===== config.mk =====
export PLATFORM = sky130hd
export DESIGN_NAME = wired_reset_arbiter
export DESIGN_NICKNAME = d
export VERILOG_FILES = /design/src/rtl/wired_reset_arbiter.sv
export SDC_FILE = /design/constraint.sdc
export NUM_CORES = 1
export LEC_CHECK = 0
export ABC_CLOCK_PERIOD_IN_PS = 2300
export CORE_MARGIN = 8
export CORE_UTILIZATION = 46
export CTS_CLUSTER_SIZE = 8
export DETAILED_ROUTE_END_ITERATION = 16
export HOLD_SLACK_MARGIN = 0.15
export PLACE_DENSITY = 0.81
export SYNTH_ARGS = -nofsm -noshare
export SYNTH_HDL_FRONTEND = slang
export SYNTH_SLANG_ARGS = --single-unit

===== constraint.sdc =====
create_clock -name clk -period 2.3 [get_ports clk]
set_clock_uncertainty 0.05 [all_clocks]
set_input_delay 0.345 -clock clk [delete_from_list [all_inputs] [get_ports clk]]
set_output_delay 0.345 -clock clk [all_outputs]
set_load 0.005 [all_outputs]

===== src/rtl/wired_reset_arbiter.sv =====
module wired_reset_arbiter #(
  parameter int N           = 4,
  parameter int SYNC_STAGES = 2,
  localparam int IW         = (N > 1) ? $clog2(N) : 1
) (
  input  logic          clk,
  input  logic          rst_n,
  input  logic [N-1:0]  line_i,
  input  logic          int_req_i,
  output logic [N-1:0]  drive_o,
  output logic          board_rst_o,
  output logic [IW-1:0] ctrl_idx_o,
  output logic          ctrl_int_o,
  output logic          busy_o
);

  typedef enum logic [1:0] {ST_IDLE, ST_HOLD_LINK, ST_HOLD_INT, ST_REARM} state_t;

  localparam logic [N:0] SYNC_RST = {1'b0, {N{1'b1}}};

  logic [SYNC_STAGES-1:0][N:0] sync_q;
  logic [N-1:0]  line_s;
  logic          int_s;
  state_t        state_q, state_d;
  logic [IW-1:0] ctrl_idx_q, ctrl_idx_d;
  logic          ctrl_int_q, ctrl_int_d;
  logic [IW-1:0] first_idx;
  logic          any_low;
  logic [N-1:0]  own_mask;

  always_ff @(posedge clk or negedge rst_n) begin
    if (!rst_n) begin
      for (int s = 0; s < SYNC_STAGES; s++) sync_q[s] <= SYNC_RST;
    end else begin
      sync_q[0] <= {int_req_i, line_i};
      for (int s = 1; s < SYNC_STAGES; s++) sync_q[s] <= sync_q[s-1];
    end
  end

  assign line_s = sync_q[SYNC_STAGES-1][N-1:0];
  assign int_s  = sync_q[SYNC_STAGES-1][N];

  always_comb begin
    first_idx = '0;
    any_low   = 1'b0;
    for (int i = N - 1; i >= 0; i--) begin
      if (!line_s[i]) begin
        first_idx = IW'(i);
        any_low   = 1'b1;
      end
    end
  end

  always_comb begin
    state_d    = state_q;
    ctrl_idx_d = ctrl_idx_q;
    ctrl_int_d = ctrl_int_q;
    unique case (state_q)
      ST_IDLE: begin
        if (int_s) begin
          state_d    = ST_HOLD_INT;
          ctrl_int_d = 1'b1;
        end else if (any_low) begin
          state_d    = ST_HOLD_LINK;
          ctrl_int_d = 1'b0;
          ctrl_idx_d = first_idx;
        end
      end
      ST_HOLD_LINK: if (line_s[ctrl_idx_q]) state_d = ST_REARM;
      ST_HOLD_INT:  if (!int_s)             state_d = ST_REARM;
      ST_REARM:     if (&line_s)            state_d = ST_IDLE;
      default:      state_d = ST_IDLE;
    endcase
  end

  always_ff @(posedge clk or negedge rst_n) begin
    if (!rst_n) begin
      state_q    <= ST_IDLE;
      ctrl_idx_q <= '0;
      ctrl_int_q <= 1'b0;
    end else begin
      state_q    <= state_d;
      ctrl_idx_q <= ctrl_idx_d;
      ctrl_int_q <= ctrl_int_d;
    end
  end

  assign own_mask    = {{(N-1){1'b0}}, 1'b1} << ctrl_idx_q;
  assign drive_o     = (state_q == ST_HOLD_INT)  ? {N{1'b1}} :
                       (state_q == ST_HOLD_LINK) ? ~own_mask : '0;
  assign board_rst_o = (state_q == ST_HOLD_INT) || (state_q == ST_HOLD_LINK);
  assign busy_o      = (state_q != ST_IDLE);
  assign ctrl_idx_o  = ctrl_idx_q;
  assign ctrl_int_o  = ctrl_int_q;

  a_r7_rearm_exit: assert property (@(posedge clk) disable iff (!rst_n)
    ($past(state_q) == ST_REARM && state_q == ST_IDLE) |-> $past(&line_s));

  a_r4_link_release: assert property (@(posedge clk) disable iff (!rst_n)
    ($past(state_q) == ST_HOLD_LINK && state_q != ST_HOLD_LINK) |-> $past(line_s[ctrl_idx_q]));

  a_r6_int_release: assert property (@(posedge clk) disable iff (!rst_n)
    ($past(state_q) == ST_HOLD_INT && state_q != ST_HOLD_INT) |-> !$past(int_s));

  a_r3_ctrl_stable: assert property (@(posedge clk) disable iff (!rst_n)
    (board_rst_o && $past(board_rst_o)) |-> ($stable(ctrl_idx_o) && $stable(ctrl_int_o)));

  a_r8_int_priority: assert property (@(posedge clk) disable iff (!rst_n)
    (state_q == ST_IDLE && int_s) |=> (ctrl_int_o && board_rst_o));

endmodule


Word level (Yosys, flattened, before mapping)
Index checks and enable logic that the tools add are counted.
W data, S select, Z words.

storage, ports and cells
  memory bits (writable) = 0
  ROM bits = 0
  output and inout bits = 9
  bits in registers = 15
  bits of input ports = 7
  logic and storage cells = 44
  memories kept = 0
  bits in latches = 0

operators by class
  bitwise logic cells = 2
  $add $sub $neg = 0
  muxes and demuxes = 20
  div/mod/pow operators = 0
  multiply operators = 0
  equality and inequality tests = 7
  reduce and logical (&&, ||, !) cells = 8
  shift-type cells = 1
  $lt $le $gt $ge = 1

operators by type and width
  cell                   count
  $mux W2                9
  $mux W4                2
  $pmux W2 S4            1
  $reduce_and A4 Y1      2
  $mux W1                7
  $ne A2 B2 Y1 const B   3
  $eq A2 B2 Y1 const B   2
  $not A4 Y4             1
  $reduce_bool A2 Y1     2
  $shl A1 B2 Y4 const A  1
  $lt A2 B3 Y1 const B   1
  $ne A3 B3 Y1 const B   1
  $reduce_and A3 Y1      1
  $bmux W1 S2            1
  $eq A2 B1 Y1 const B   1
  $logic_not A2 Y1       1
  $reduce_and A2 Y1      1
  $logic_or A1 B1 Y1     1
  $not A1 Y1             1

Logic depth before layout (Yosys ltp)
  word-level depth = 7
  depth in mapped cells = 6
  depth with buffers taken out = 6

Worst setup path before layout
Ideal clock, no wire load.

  path kind = register to register
  from = register state_q[0]
  to = register state_q[1]
  period minus slack after synthesis = 1.803 ns
  stages on the path, launching flop included = 7
  setup slack = 0.497 ns
  buffers on the path = 0
  data required time = 2.122 ns
  arrival time = 1.625 ns
  setup time = 0.128 ns
  path through = dfrtp_1 > inv_1 > ha_1 > nor2b_1 > mux2_2 > a221oi_2 > mux2_1

on the way
  cells in the longest elaborated chain, start to end = 3
  elaborated cells between the ends (all ways) = 10
  classes of those cells = 7 x eq/ne; 1 x mux; 2 x reduce/logical

RTL lines
  element                                                               line  text
  start: declaration                                                    24    state_t state_q, state_d;
  start signal: assignment                                              82    state_q <= state_d;
  $eq A2 B2 Y1 (tied with other cells)                                  58    unique case (state_q)
  $ne A2 B2 Y1 (no source line) / $ne A3 B3 Y1 (equally long branches)  -
  $reduce_and A4 Y1 (no source line)                                    -

Several ways; a longest one is shown, not always the timed one.
A chain may end at the register's enable or synchronous reset.

Worst setup path in the final report
  from = register state_q[1]
  to = output drive_o[0]

on the way
  cells in the longest elaborated chain, start to end = 3
  elaborated cells between the ends (all ways) = 4
  classes of those cells = 2 x eq/ne; 2 x mux

RTL lines
  element           line  text
  $eq A2 B1 Y1      90    (state_q == ST_HOLD_LINK) ? ~own_mask : '0;
  $mux W4           90
  $mux W4 (*)       89    assign drive_o = (state_q == ST_HOLD_INT) ? {N{1'b1}} :
  end: declaration  10    output logic [N-1:0] drive_o,

Every way passes the cells marked *; elsewhere a longest branch is shown, timed or not.

==> results.py <==
metrics = {
    "sta": {
        "slew_headroom_pct": 57.36,
        "fin_crit_ns": 2.153,
        "fin_crit_sh_pct": 93.60,
        "holdWs_ns": 0.3086,
        "hold_viol_final": 0,
        "fmax_mhz": 464.5,
        "slew_viol_final": 0,
        "grt_setup_unrepaired": "false",
        "tightestPinTransition_ns": 0.6377,
        "setup_viol": 0,
        "timing.setup.tns_ns": 0,
    },
    "worst_setup_path": {
        "slowest_stage": "clkdlybuf4s50_1",
        "cp_num_buf_inv": 2,
        "path_delay_family": "buffers and inverters",
        "cp_data_arrival_time_ns": 1.76,
        "crit_chain": "inv_1, ha_1, o21ai_0, nand2b_1, clkdlybuf4s50_1",
        "crit_path_start_kind": "register",
        "endpoint_kind": "output port",
        "cp_max_fo": 5,
        "required_ns": 1.90,
        "crit_start": "state_q[1]",
        "path_class": "register to output port",
        "rr_startpoint": "state_q[0]",
        "slowest_delay_ns": 0.50,
    },
    "logic_synthesis": {
        "postSynthCellCount": 54,
        "synth_largest_area_cell": "dfstp_2",
        "synth_fp_nets": 65,
        "synth_largest_type_area_fraction_pct": 31.64,
        "syn-cell-area_um2": 664.4,
        "ys_top_cells_by_area": "dfstp_2, dfrtp_1, ha_1, nand2_1, mux4_1",
        "yosysUniqueCellTypes": 19,
        "avgSynthCellArea_um2": 12.30,
        "synth_seq_cells": 15,
        "seq_area_frac_synth_pct": 58.00,
        "yosysWarnings": 0,
    },
    "grt": {
        "grt_pass1_vias": 461,
        "grt_max_degree": 16,
        "grt_antenna_before_repair": 0,
        "grt_pass1_wl_mm": 2.035,
        "grt_overflow": 0,
        "gr-usage-all-layers_pct": 9.489,
    },
    "floorplanning": {
        "io_pins": 16,
        "die_area_um2": 2917,
        "die_h_um": 54.01,
        "die_w_um": 54.01,
        "fp.coreArea_um2": 1334,
        "fp-row-count": 13,
        "initial_core_util_pct": 49.81,
    },
    "place": {
        "io_buffer_count": 15,
        "place_congestion": 0.7172,
        "dpl.hpwl_um": 904.3,
    },
    "outcome": {
        "status": "complete, no violations",
    },
    "final_layout": {
        "layout_commonest_cell": "clkdlybuf4s50_1",
        "fillers": 129,
        "drive_gt1_share_pct": 19.18,
        "syn_to_final_growth_pct": 29.57,
        "nNetsFinal": 85,
        "layout_common_cells": "clkdlybuf4s50_1, nand2_1, dfstp_2, dfrtp_1, inv_1",
        "antennaDiodeCount": 0,
    },
    "clock_network": {
        "clk_pin_slew_worst_paths_ns": 0.08,
        "post_cts_buffers": 0,
        "cts_tree": "done",
        "cts_resized": 0,
        "cts_max_path_buffers": 2,
        "cts_root_buffer": "clkbuf_4",
        "cts_sinks": 15,
        "htreeDepth": 1,
        "cts-buffers-inserted": 3,
        "cts_hold_buf": 0,
        "insertion_delay_ns": 0.28,
    },
    "run": {
        "maxCapViolCount": 0,
    },
    "power": {
        "power_leakage_nw": 0.4072,
        "p_seq_share_pct": 34.5,
        "peakVddDrop_v": 0.0007178,
        "power.switching_mw": 0.3721,
        "p_sw_share_pct": 33.37,
        "powerDensity_nw_per_um2": 1295,
        "p_int_mw": 0.7429,
        "p_comb_share_pct": 52.6,
        "clkPwrFrac_pct": 13.0,
    },
    "drt": {
        "vias": 453,
        "avgRoutedWirePerCell_um": 12.83,
        "drt_iter0_drc": 6,
        "vias_per_cell": 5.148,
        "drc": 0,
        "ant_nets": 0,
        "drt_first_pass_iters": 4,
        "finalWirelength_mm": 1.129,
    },
    "worst_hold_path": {
        "hold_path_class": "register to register",
        "hp-start": "sync_q[3]",
    },
}
[layout make-up]
class	instances	area, um^2	share of cell area, %
flip-flops and latches	15	385.4	44.77
well taps	15	18.77	2.180
repair buffers	15	150.1	17.44
clock buffers	3	22.52	2.616
clock inverters	1	5.005	0.5814
inverters	5	18.77	2.180
multi-input cells	34	260.3	30.23
[sequential cells by signal, indices dropped and copies added (netlist names)]
signal	flops
ctrl_int_o	1
line_s	4
sync_q	5
state_q	2
ctrl_idx_o	2
int_s	1
[cells in the mapped netlist]
cell,number
dfstp_2,8
nand2_1,8
dfrtp_1,7
inv_1,5
a21oi_1,4
ha_1,4
a21o_1,3
nand2b_1,3
mux2i_1,2
a221oi_2,1
mux2_1,1
mux2_2,1
mux4_1,1
nand4_1,1
nor2_1,1
nor2b_1,1
o21ai_0,1
o22ai_1,1
or2b_1,1
[final timing paths]
check	cells after the start	slack, ns	to
worst min-delay path	0	0.31	line_s[3]
worst min register to register	0	0.31	line_s[3]
max in group asynchronous	1	1.39	ctrl_idx_o[0]
min in group asynchronous	1	0.40	int_s
worst max-delay path	5	0.15	drive_o[0]
worst max register to register	6	0.32	state_q[1]
[cells by family after synthesis]
family / synth area share [%]
fa+ha+maj: 7.533
buf+inv: 2.825
flops: 58.00
compound gates: 10.36
simple gates: 10.92
mux: 10.36
[metal layers]
metal | GRT usage [%] | vias to the layer above | wire (um)
met1 | 10.27 | 219 | 462
met5 | 0 | - | 0
met3 | 4.132 | 0 | 108
met4 | 4.508 | 0 | 0
li1 | - | 220 | -
met2 | 15.64 | 14 | 559
[power by group through the flow]
| stage | clock [mW] | sequential (mW) | combinational [mW] |
|---|---|---|---|
| after detailed placement | 0 | 0.390 | 0.591 |
| after floorplan | 0 | 0.378 | 0.312 |
| final | 0.144 | 0.385 | 0.586 |
| after global routing | 0.166 | 0.396 | 0.650 |
| after global placement | 0 | 0.383 | 0.580 |
| after CTS | 0.153 | 0.385 | 0.594 |
[worst register-to-register path: stages, from the launching register on]
cell,delay (ns)
dfrtp_1,0.39
inv_1,0.09
ha_1,0.25
nor2b_1,0.17
mux2_2,0.27
a221oi_2,0.28
mux2_1,0.36
[stage by stage]
step | area [um^2] | total power [mW] | cells | setup slack [ns] | utilization [%]
2_1_floorplan | 664.4 | 0.6901 | 54 | 0.4974 | -
3_3_place_gp | 833.3 | 0.9636 | 84 | 0.4462 | 62.48
3_5_place_dp | 833.3 | 0.9810 | 84 | 0.3563 | 62.48
4_1_cts | 860.8 | 1.133 | 88 | 0.1217 | 64.54
5_1_grt | 860.8 | 1.212 | 88 | 0.008863 | 64.54
6_report | 860.8 | 1.115 | 88 | 0.1472 | 64.54
No activity file was read; power rests on OpenSTA's default activity.
